## src/rtl/irx_pkg.sv

```systemverilog
package irx_pkg;

  // Synchronized levels and one-cycle strobes from control to datapath
  typedef struct packed {
    logic sdLvl;
    logic irLvl;
    logic rcLvl;
    logic selHigh;
    logic selLow;
    logic selRc;
    logic shutSet;
    logic shutClr;
  } irxStrobe_t;

endpackage

```

## src/rtl/irx_ctrl.sv

```systemverilog
module irx_ctrl
  import irx_pkg::*;
#(
  parameter int PROG_MAX_CYC = 500,
  parameter int SHUT_MIN_CYC = 3000,
  parameter int RC_MIN_CYC   = 20
) (
  input  logic       clk,
  input  logic       rstN,
  input  logic       sdIn,
  input  logic       txIrIn,
  input  logic       txRcIn,
  output irxStrobe_t strb
);

  localparam int SD_W = $clog2(SHUT_MIN_CYC + 1);
  localparam int RC_W = $clog2(RC_MIN_CYC + 1);
  localparam logic [SD_W-1:0] SD_SAT    = SD_W'(SHUT_MIN_CYC);
  localparam logic [SD_W-1:0] SD_LAST   = SD_W'(SHUT_MIN_CYC - 1);
  localparam logic [SD_W-1:0] PROG_LIM  = SD_W'(PROG_MAX_CYC);
  localparam logic [RC_W-1:0] RC_SAT    = RC_W'(RC_MIN_CYC);
  localparam logic [RC_W-1:0] RC_LAST   = RC_W'(RC_MIN_CYC - 1);
  localparam int NUM_IN = 3;

  logic [NUM_IN-1:0] rawIn;
  logic [NUM_IN-1:0] syncA;
  logic [NUM_IN-1:0] syncB;

  assign rawIn = {txRcIn, txIrIn, sdIn};

  // Two-stage synchronizer on every input
  for (genvar i = 0; i < NUM_IN; i++) begin : g_sync
    always_ff @(posedge clk or negedge rstN) begin
      if (!rstN) begin
        syncA[i] <= 1'b0;
        syncB[i] <= 1'b0;
      end else begin
        syncA[i] <= rawIn[i];
        syncB[i] <= syncA[i];
      end
    end
  end

  logic sdS, irS, rcS;
  assign sdS = syncB[0];
  assign irS = syncB[1];
  assign rcS = syncB[2];

  logic            sdPrev;
  logic [SD_W-1:0] sdCnt;
  logic [RC_W-1:0] irCnt;
  logic            rcSeen;

  always_ff @(posedge clk or negedge rstN) begin
    if (!rstN) begin
      sdPrev <= 1'b0;
      sdCnt  <= '0;
      irCnt  <= '0;
      rcSeen <= 1'b0;
    end else begin
      sdPrev <= sdS;
      if (!sdS)                sdCnt <= '0;
      else if (sdCnt != SD_SAT) sdCnt <= sdCnt + 1'b1;
      if (sdS && irS) begin
        if (irCnt != RC_SAT) irCnt <= irCnt + 1'b1;
      end else begin
        irCnt <= '0;
      end
      if (!sdS)                         rcSeen <= 1'b0;
      else if (irS && irCnt == RC_LAST) rcSeen <= 1'b1;
    end
  end

  logic sdFall, progOk;
  assign sdFall = sdPrev & ~sdS;
  assign progOk = sdFall && (sdCnt <= PROG_LIM);

  always_comb begin
    strb.sdLvl   = sdS;
    strb.irLvl   = irS;
    strb.rcLvl   = rcS;
    strb.selHigh = progOk & irS;
    strb.selRc   = progOk & ~irS & rcSeen;
    strb.selLow  = progOk & ~irS & ~rcSeen;
    strb.shutSet = sdS && (sdCnt == SD_LAST);
    strb.shutClr = ~sdS;
  end

  AST_ONE_STROBE: assert property (@(posedge clk) disable iff (!rstN)
    $onehot0({strb.selHigh, strb.selLow, strb.selRc, strb.shutSet}));
  AST_FALL_NEEDS_HIGH: assert property (@(posedge clk) disable iff (!rstN)
    (strb.selHigh || strb.selLow || strb.selRc) |-> $past(sdS));

endmodule

```

## src/rtl/irx_dp.sv

```systemverilog
module irx_dp
  import irx_pkg::*;
#(
  parameter int STUCK_MAX_CYC = 5000
) (
  input  logic       clk,
  input  logic       rstN,
  input  irxStrobe_t strb,
  output logic       irLedEn,
  output logic       rcLedEn,
  output logic       bwHigh,
  output logic       rxEn,
  output logic       rxOutEn
);

  localparam int ST_W = $clog2(STUCK_MAX_CYC + 1);
  localparam logic [ST_W-1:0] ST_SAT = ST_W'(STUCK_MAX_CYC);
  localparam int NUM_TX = 2;

  logic [NUM_TX-1:0] txLvl;
  logic [NUM_TX-1:0] txOk;
  logic [ST_W-1:0]   stuckCnt [NUM_TX];

  assign txLvl = {strb.rcLvl, strb.irLvl};

  // Guard timer per transmit input
  for (genvar i = 0; i < NUM_TX; i++) begin : g_guard
    always_ff @(posedge clk or negedge rstN) begin
      if (!rstN)                     stuckCnt[i] <= '0;
      else if (!txLvl[i])            stuckCnt[i] <= '0;
      else if (stuckCnt[i] != ST_SAT) stuckCnt[i] <= stuckCnt[i] + 1'b1;
    end
    assign txOk[i] = txLvl[i] && (stuckCnt[i] != ST_SAT);

    AST_GUARD_CUTS: assert property (@(posedge clk) disable iff (!rstN)
      (stuckCnt[i] == ST_SAT && txLvl[i]) |=> (!irLedEn && !rcLedEn));
  end

  logic shutState, rcMode;

  always_ff @(posedge clk or negedge rstN) begin
    if (!rstN) begin
      shutState <= 1'b0;
      bwHigh    <= 1'b0;
      rcMode    <= 1'b0;
    end else if (strb.shutSet) begin
      shutState <= 1'b1;
      bwHigh    <= 1'b0;
      rcMode    <= 1'b0;
    end else begin
      if (strb.shutClr) shutState <= 1'b0;
      if (strb.selHigh) begin
        bwHigh <= 1'b1;
        rcMode <= 1'b0;
      end else if (strb.selLow) begin
        bwHigh <= 1'b0;
        rcMode <= 1'b0;
      end else if (strb.selRc) begin
        rcMode <= 1'b1;
      end
    end
  end

  logic soloIr, soloRc, drvGate, irNext, rcNext;
  assign soloIr  = txOk[0] & ~strb.rcLvl;
  assign soloRc  = txOk[1] & ~strb.irLvl;
  assign drvGate = ~strb.sdLvl & ~shutState;
  assign irNext  = drvGate & soloIr & ~rcMode;
  assign rcNext  = drvGate & (soloRc | (soloIr & rcMode));

  always_ff @(posedge clk or negedge rstN) begin
    if (!rstN) begin
      irLedEn <= 1'b0;
      rcLedEn <= 1'b0;
    end else begin
      irLedEn <= irNext;
      rcLedEn <= rcNext;
    end
  end

  assign rxEn    = ~shutState;
  assign rxOutEn = ~shutState;

  AST_NO_DUAL_LED: assert property (@(posedge clk) disable iff (!rstN)
    !(irLedEn && rcLedEn));
  AST_SHUT_DARK: assert property (@(posedge clk) disable iff (!rstN)
    shutState |-> (!irLedEn && !rcLedEn));
  AST_SHUT_LOWBW: assert property (@(posedge clk) disable iff (!rstN)
    $rose(shutState) |-> !bwHigh);
  AST_STROBE_DARK: assert property (@(posedge clk) disable iff (!rstN)
    strb.sdLvl |=> (!irLedEn && !rcLedEn));

endmodule

```

## src/rtl/irx_mode_ctrl.sv

```systemverilog
module irx_mode_ctrl
  import irx_pkg::*;
#(
  parameter int PROG_MAX_CYC  = 500,
  parameter int SHUT_MIN_CYC  = 3000,
  parameter int RC_MIN_CYC    = 20,
  parameter int STUCK_MAX_CYC = 5000
) (
  input  logic clk,
  input  logic rstN,
  input  logic sdIn,
  input  logic txIrIn,
  input  logic txRcIn,
  output logic irLedEn,
  output logic rcLedEn,
  output logic bwHigh,
  output logic rxEn,
  output logic rxOutEn
);

  irxStrobe_t strb;

  irx_ctrl #(
    .PROG_MAX_CYC(PROG_MAX_CYC),
    .SHUT_MIN_CYC(SHUT_MIN_CYC),
    .RC_MIN_CYC  (RC_MIN_CYC)
  ) u_ctrl (
    .clk   (clk),
    .rstN  (rstN),
    .sdIn  (sdIn),
    .txIrIn(txIrIn),
    .txRcIn(txRcIn),
    .strb  (strb)
  );

  irx_dp #(
    .STUCK_MAX_CYC(STUCK_MAX_CYC)
  ) u_dp (
    .clk    (clk),
    .rstN   (rstN),
    .strb   (strb),
    .irLedEn(irLedEn),
    .rcLedEn(rcLedEn),
    .bwHigh (bwHigh),
    .rxEn   (rxEn),
    .rxOutEn(rxOutEn)
  );

endmodule

```

## config.mk

```make
export PLATFORM = sky130hd
export DESIGN_NAME = irx_mode_ctrl
export DESIGN_NICKNAME = d
export VERILOG_FILES = /design/src/rtl/irx_pkg.sv /design/src/rtl/irx_ctrl.sv /design/src/rtl/irx_dp.sv /design/src/rtl/irx_mode_ctrl.sv
export SDC_FILE = /design/constraint.sdc
export NUM_CORES = 1
export LEC_CHECK = 0
export BUFFER_PORTS_ARGS = -buffer_cell sky130_fd_sc_hd__buf_2
export CELL_PAD_IN_SITES_DETAIL_PLACEMENT = 1
export CELL_PAD_IN_SITES_GLOBAL_PLACEMENT = 2
export CORE_MARGIN = 3
export CORE_UTILIZATION = 30
export CTS_CLUSTER_DIAMETER = 200
export CTS_CLUSTER_SIZE = 40
export DETAILED_ROUTE_END_ITERATION = 10
export PLACE_DENSITY_LB_ADDON = 0.05
export RECOVER_POWER = 100
export SKIP_LAST_GASP = 1
export SLEW_MARGIN = 25
export SYNTH_ARGS = -nofsm -noshare
export SYNTH_HDL_FRONTEND = slang
export SYNTH_HIERARCHICAL = 1
export SYNTH_SLANG_ARGS = --single-unit
```

## constraint.sdc

```tcl
create_clock -name clk -period 1.9 [get_ports clk]
set_input_delay 0.38 -clock clk [delete_from_list [all_inputs] [get_ports clk]]
set_output_delay 0.38 -clock clk [all_outputs]
set_load 0.01 [all_outputs]
```

==> reports/results.ini <==
[floorplanning]
row_count = 34
initial_core_util_pct = 31.8
io_pins = 10
dieArea_um2 = 10700
coreArea_um2 = 8980
dieWidth_um = 104
die_h_um = 104

[drt]
viasPerCell = 4.97
dr_total_vias = 2126
drc = 0
routed_wl_um = 6260
routedWlPerCell_um = 14.6
antenna_left = 0
first_iter_violations = 26
firstDrtPassIters = 4

[clock_network]
clkSlewWorstSetupHoldPaths_ns = 0.11
cts-buffers-inserted = 5
cts_max_level = 2
cts_tree = done
insertion_delay_ns = 0.31
clk_path_buf_depth = 2
cts.sinks = 56
clock_tree.root_cell = clkbuf_8

[timing]
setup_ws_ns = 0.136
worst_clock_skew_ns = 0.00727
tns_ns = 0
hold_violations = 0
slew_headroom_pct = 3.89
max_freq_ghz = 0.567
rsz0062_at_grt = no
worst_pin_slew_ns = 1.44
fin_crit_sh_pct = 92.8
finalSetupViolations = 0
slew_violations = 0
period_minus_slack_ns = 1.76

[synthesis]
ys_ff_latch = 56
synth_area_per_cell_um2 = 10.1
synth-main-ff-cell = dfrtp_1
netlist_area_um2 = 2850
synth-compound-area-share_pct = 9.82
ys_types = 44
synth_xor_area_share_pct = 2.76
yosysWarningCount = 6
synth_top_family_by_area = simple AND/OR/NAND/NOR gates
synth_simple_gate_area_share_pct = 25.8
synthMuxAreaShare_pct = 3.86
async_reset_ff_share_pct = 100
yosysSeqAreaShare_pct = 49.1
synthAdderAreaFrac_pct = 3.51
synth_cells = 283
syn-num-nets = 296
synth_edf_count = 0

[power_and_ir_drop]
swShare_pct = 26.5
p_sw_w = 0.000550
power_leakage_nw = 1.19
pwr-share-clk_pct = 33.4
ir_drop_uv = 285
internal_power_w = 0.00153
power_density_nw_per_um2 = 667
pwr-share-comb_pct = 6.5
pwr-share-seq_pct = 60.1

[place]
hpwl_um = 4340
dp_slack_ns = 0.126
portBuffers = 9
dp_cells = 420
gp_congestion = 0.708

[final_layout]
seqCellArea_um2 = 1400
stdcell_count = 428
multi_input_area_um2 = 1280
diodes = 0
nNetsFinal = 314
fillCellCount = 1022
drive_gt1_share_pct = 8.94
syn_to_final_growth_pct = 9.25

[setup_path]
crit_family = simple AND/OR/NAND/NOR gates
slowest_delay_ns = 0.56
worstSetupPathType = reg2reg
endpoint_kind = register
cp_num_cells = 3
required_ns = 2.14
path_buf_inv = 0
critPathLaunchType = register
cp_max_fo = 6
cp_slowest_cell = or4b_1
crit_chain = or4b_1 -> nor4_4 -> mux2i_1
r2r_cells = 3
cp.arrival_ns = 2.01

[global_route]
antenna_found_initial = 0
grt_usage_pct = 12.3
grt_max_degree = 57
gr-total-overflow = 0
grt_pass1_vias = 2207
grt_pass1_wl_um = 11000

[worst_hold_path]
hold_path.class = in2reg
whs_path_depth = 1

[job]
drv_cap = 0

[status]
status = completed

==> cells by family (layout without fill, tap and decap cells) <==
kind of cell,count (synthesis),after routing
AO/OA/AOI/OAI,48,48
XOR/XNOR,9,9
adder cells (fa/ha/maj),8,8
buffers and inverters,32,51
flip-flops,56,56
multiplexers,11,11
AND/OR/NAND/NOR,119,119
==> synth_stat cells (all sizes together) (2+ instances only) <==
master	instances	area (um^2)
dfrtp	56	1400
nand2	31	116
inv	23	86.3
a21oi	21	105
nand3	13	70.1
or4	13	101
nor2	12	45.0
mux2i	11	110
nor4	10	108
o21ai	10	50.1
o31ai	10	75.1
or3	10	63.8
nand4	9	68.8
ha	8	100
nand3b	6	45.0
buf	5	35.0
xor2	5	43.8
nand2b	4	25.0
xnor2	4	35.0
clkbuf	3	21.3
nor3b	2	15.0
nor4b	2	17.5
o22ai	2	12.5
==> metal layers <==
layer / vias up / wire length (um) / GRT usage, %
li1: 1050 / - / -
met1: 1059 / 3120 / 17.2
met2: 12 / 2970 / 19.6
met3: 5 / 116 / 2.18
met4: 0 / 53 / 3.13
met5: - / 0 / 0
==> area by class of cell <==
cell class	instances	share of cell area, %
flip-flops and latches	56	45.0
inverters	24	2.89
multi-input cells	195	41.1
well taps	126	5.06
clock buffers	5	2.21
clock inverters	3	0.763
repair buffers	19	2.97
==> worst register-to-register path: cells and delay by family (launching register included) <==
family	cells	cell delay (ns)
and+or+nand+nor	2	1.01
muxes	1	0.24
DFF	1	0.45
==> flip-flops by register name, summed over array words and instances, names as in the netlist <==
register,cells
u_ctrl/syncA,3
u_ctrl/rcSeen,1
u_dp/rcMode,1
u_dp/bwHigh,1
u_ctrl/irCnt,5
u_ctrl/sdCnt,12
u_ctrl/rcS,1
u_dp/rcLedEn,1
u_dp/shutState,1
u_ctrl/sdS,1
u_dp/stuckCnt,26
u_ctrl/irS,1
u_ctrl/sdPrev,1
u_dp/irLedEn,1
==> path summary, 6_finish.rpt <==
path                                   start           endpoint  slack, ns
min                                   txIrIn    u_ctrl/syncA[1]       0.16
min reg2reg                  u_ctrl/syncA[1]         u_ctrl/irS       0.36
max                        u_dp/stuckCnt[15]  u_dp/stuckCnt[13]       0.14
max in group asynchronous               rstN  u_dp/stuckCnt[24]       0.57
max reg2reg                u_dp/stuckCnt[15]  u_dp/stuckCnt[13]       0.14
min in group asynchronous               rstN   u_dp/stuckCnt[8]       0.48
==> placed cells by master, fill, tap and decap left out, drive strengths merged, types with 11 or more instances in the layout <==
| cell type | n |
|---|---|
| nor2 | 12 |
| dfrtp | 56 |
| nand3 | 13 |
| mux2i | 11 |
| clkbuf | 16 |
| a21oi | 21 |
| or4 | 13 |
| nand2 | 31 |
| inv | 23 |
==> timing repair <==
action / CTS / global route
resized for setup: 0 / 1
buffers inserted: 0 / 0
hold buffers: 0 / 0
endpoints found under the setup margin: 0 / 1
==> metrics by stage <==
step | cell area [um^2] | utilization, % | total power, W | hold WS (ns)
final | 3120 | 34.7 | 0.00208 | 0.163
after global routing | 3120 | 34.7 | 0.00220 | 0.142
after CTS | 3180 | 35.4 | 0.00215 | 0.0591
after detailed placement | 3090 | 34.4 | 0.00143 | 0.336
after global placement | 3090 | 34.4 | 0.00143 | 0.334
after floorplan | 2850 | - | 0.00135 | 0.0844
==> power groups by stage <==
stage | sequential (W) | combinational, W | clock, W
2_1_floorplan | 0.00127 | 0.0000796 | 0
3_3_place_gp | 0.00128 | 0.000151 | 0
3_5_place_dp | 0.00128 | 0.000152 | 0
4_1_cts | 0.00125 | 0.000152 | 0.000744
5_1_grt | 0.00126 | 0.000163 | 0.000778
6_report | 0.00125 | 0.000135 | 0.000695
Power figures use the tool's default switching activity.
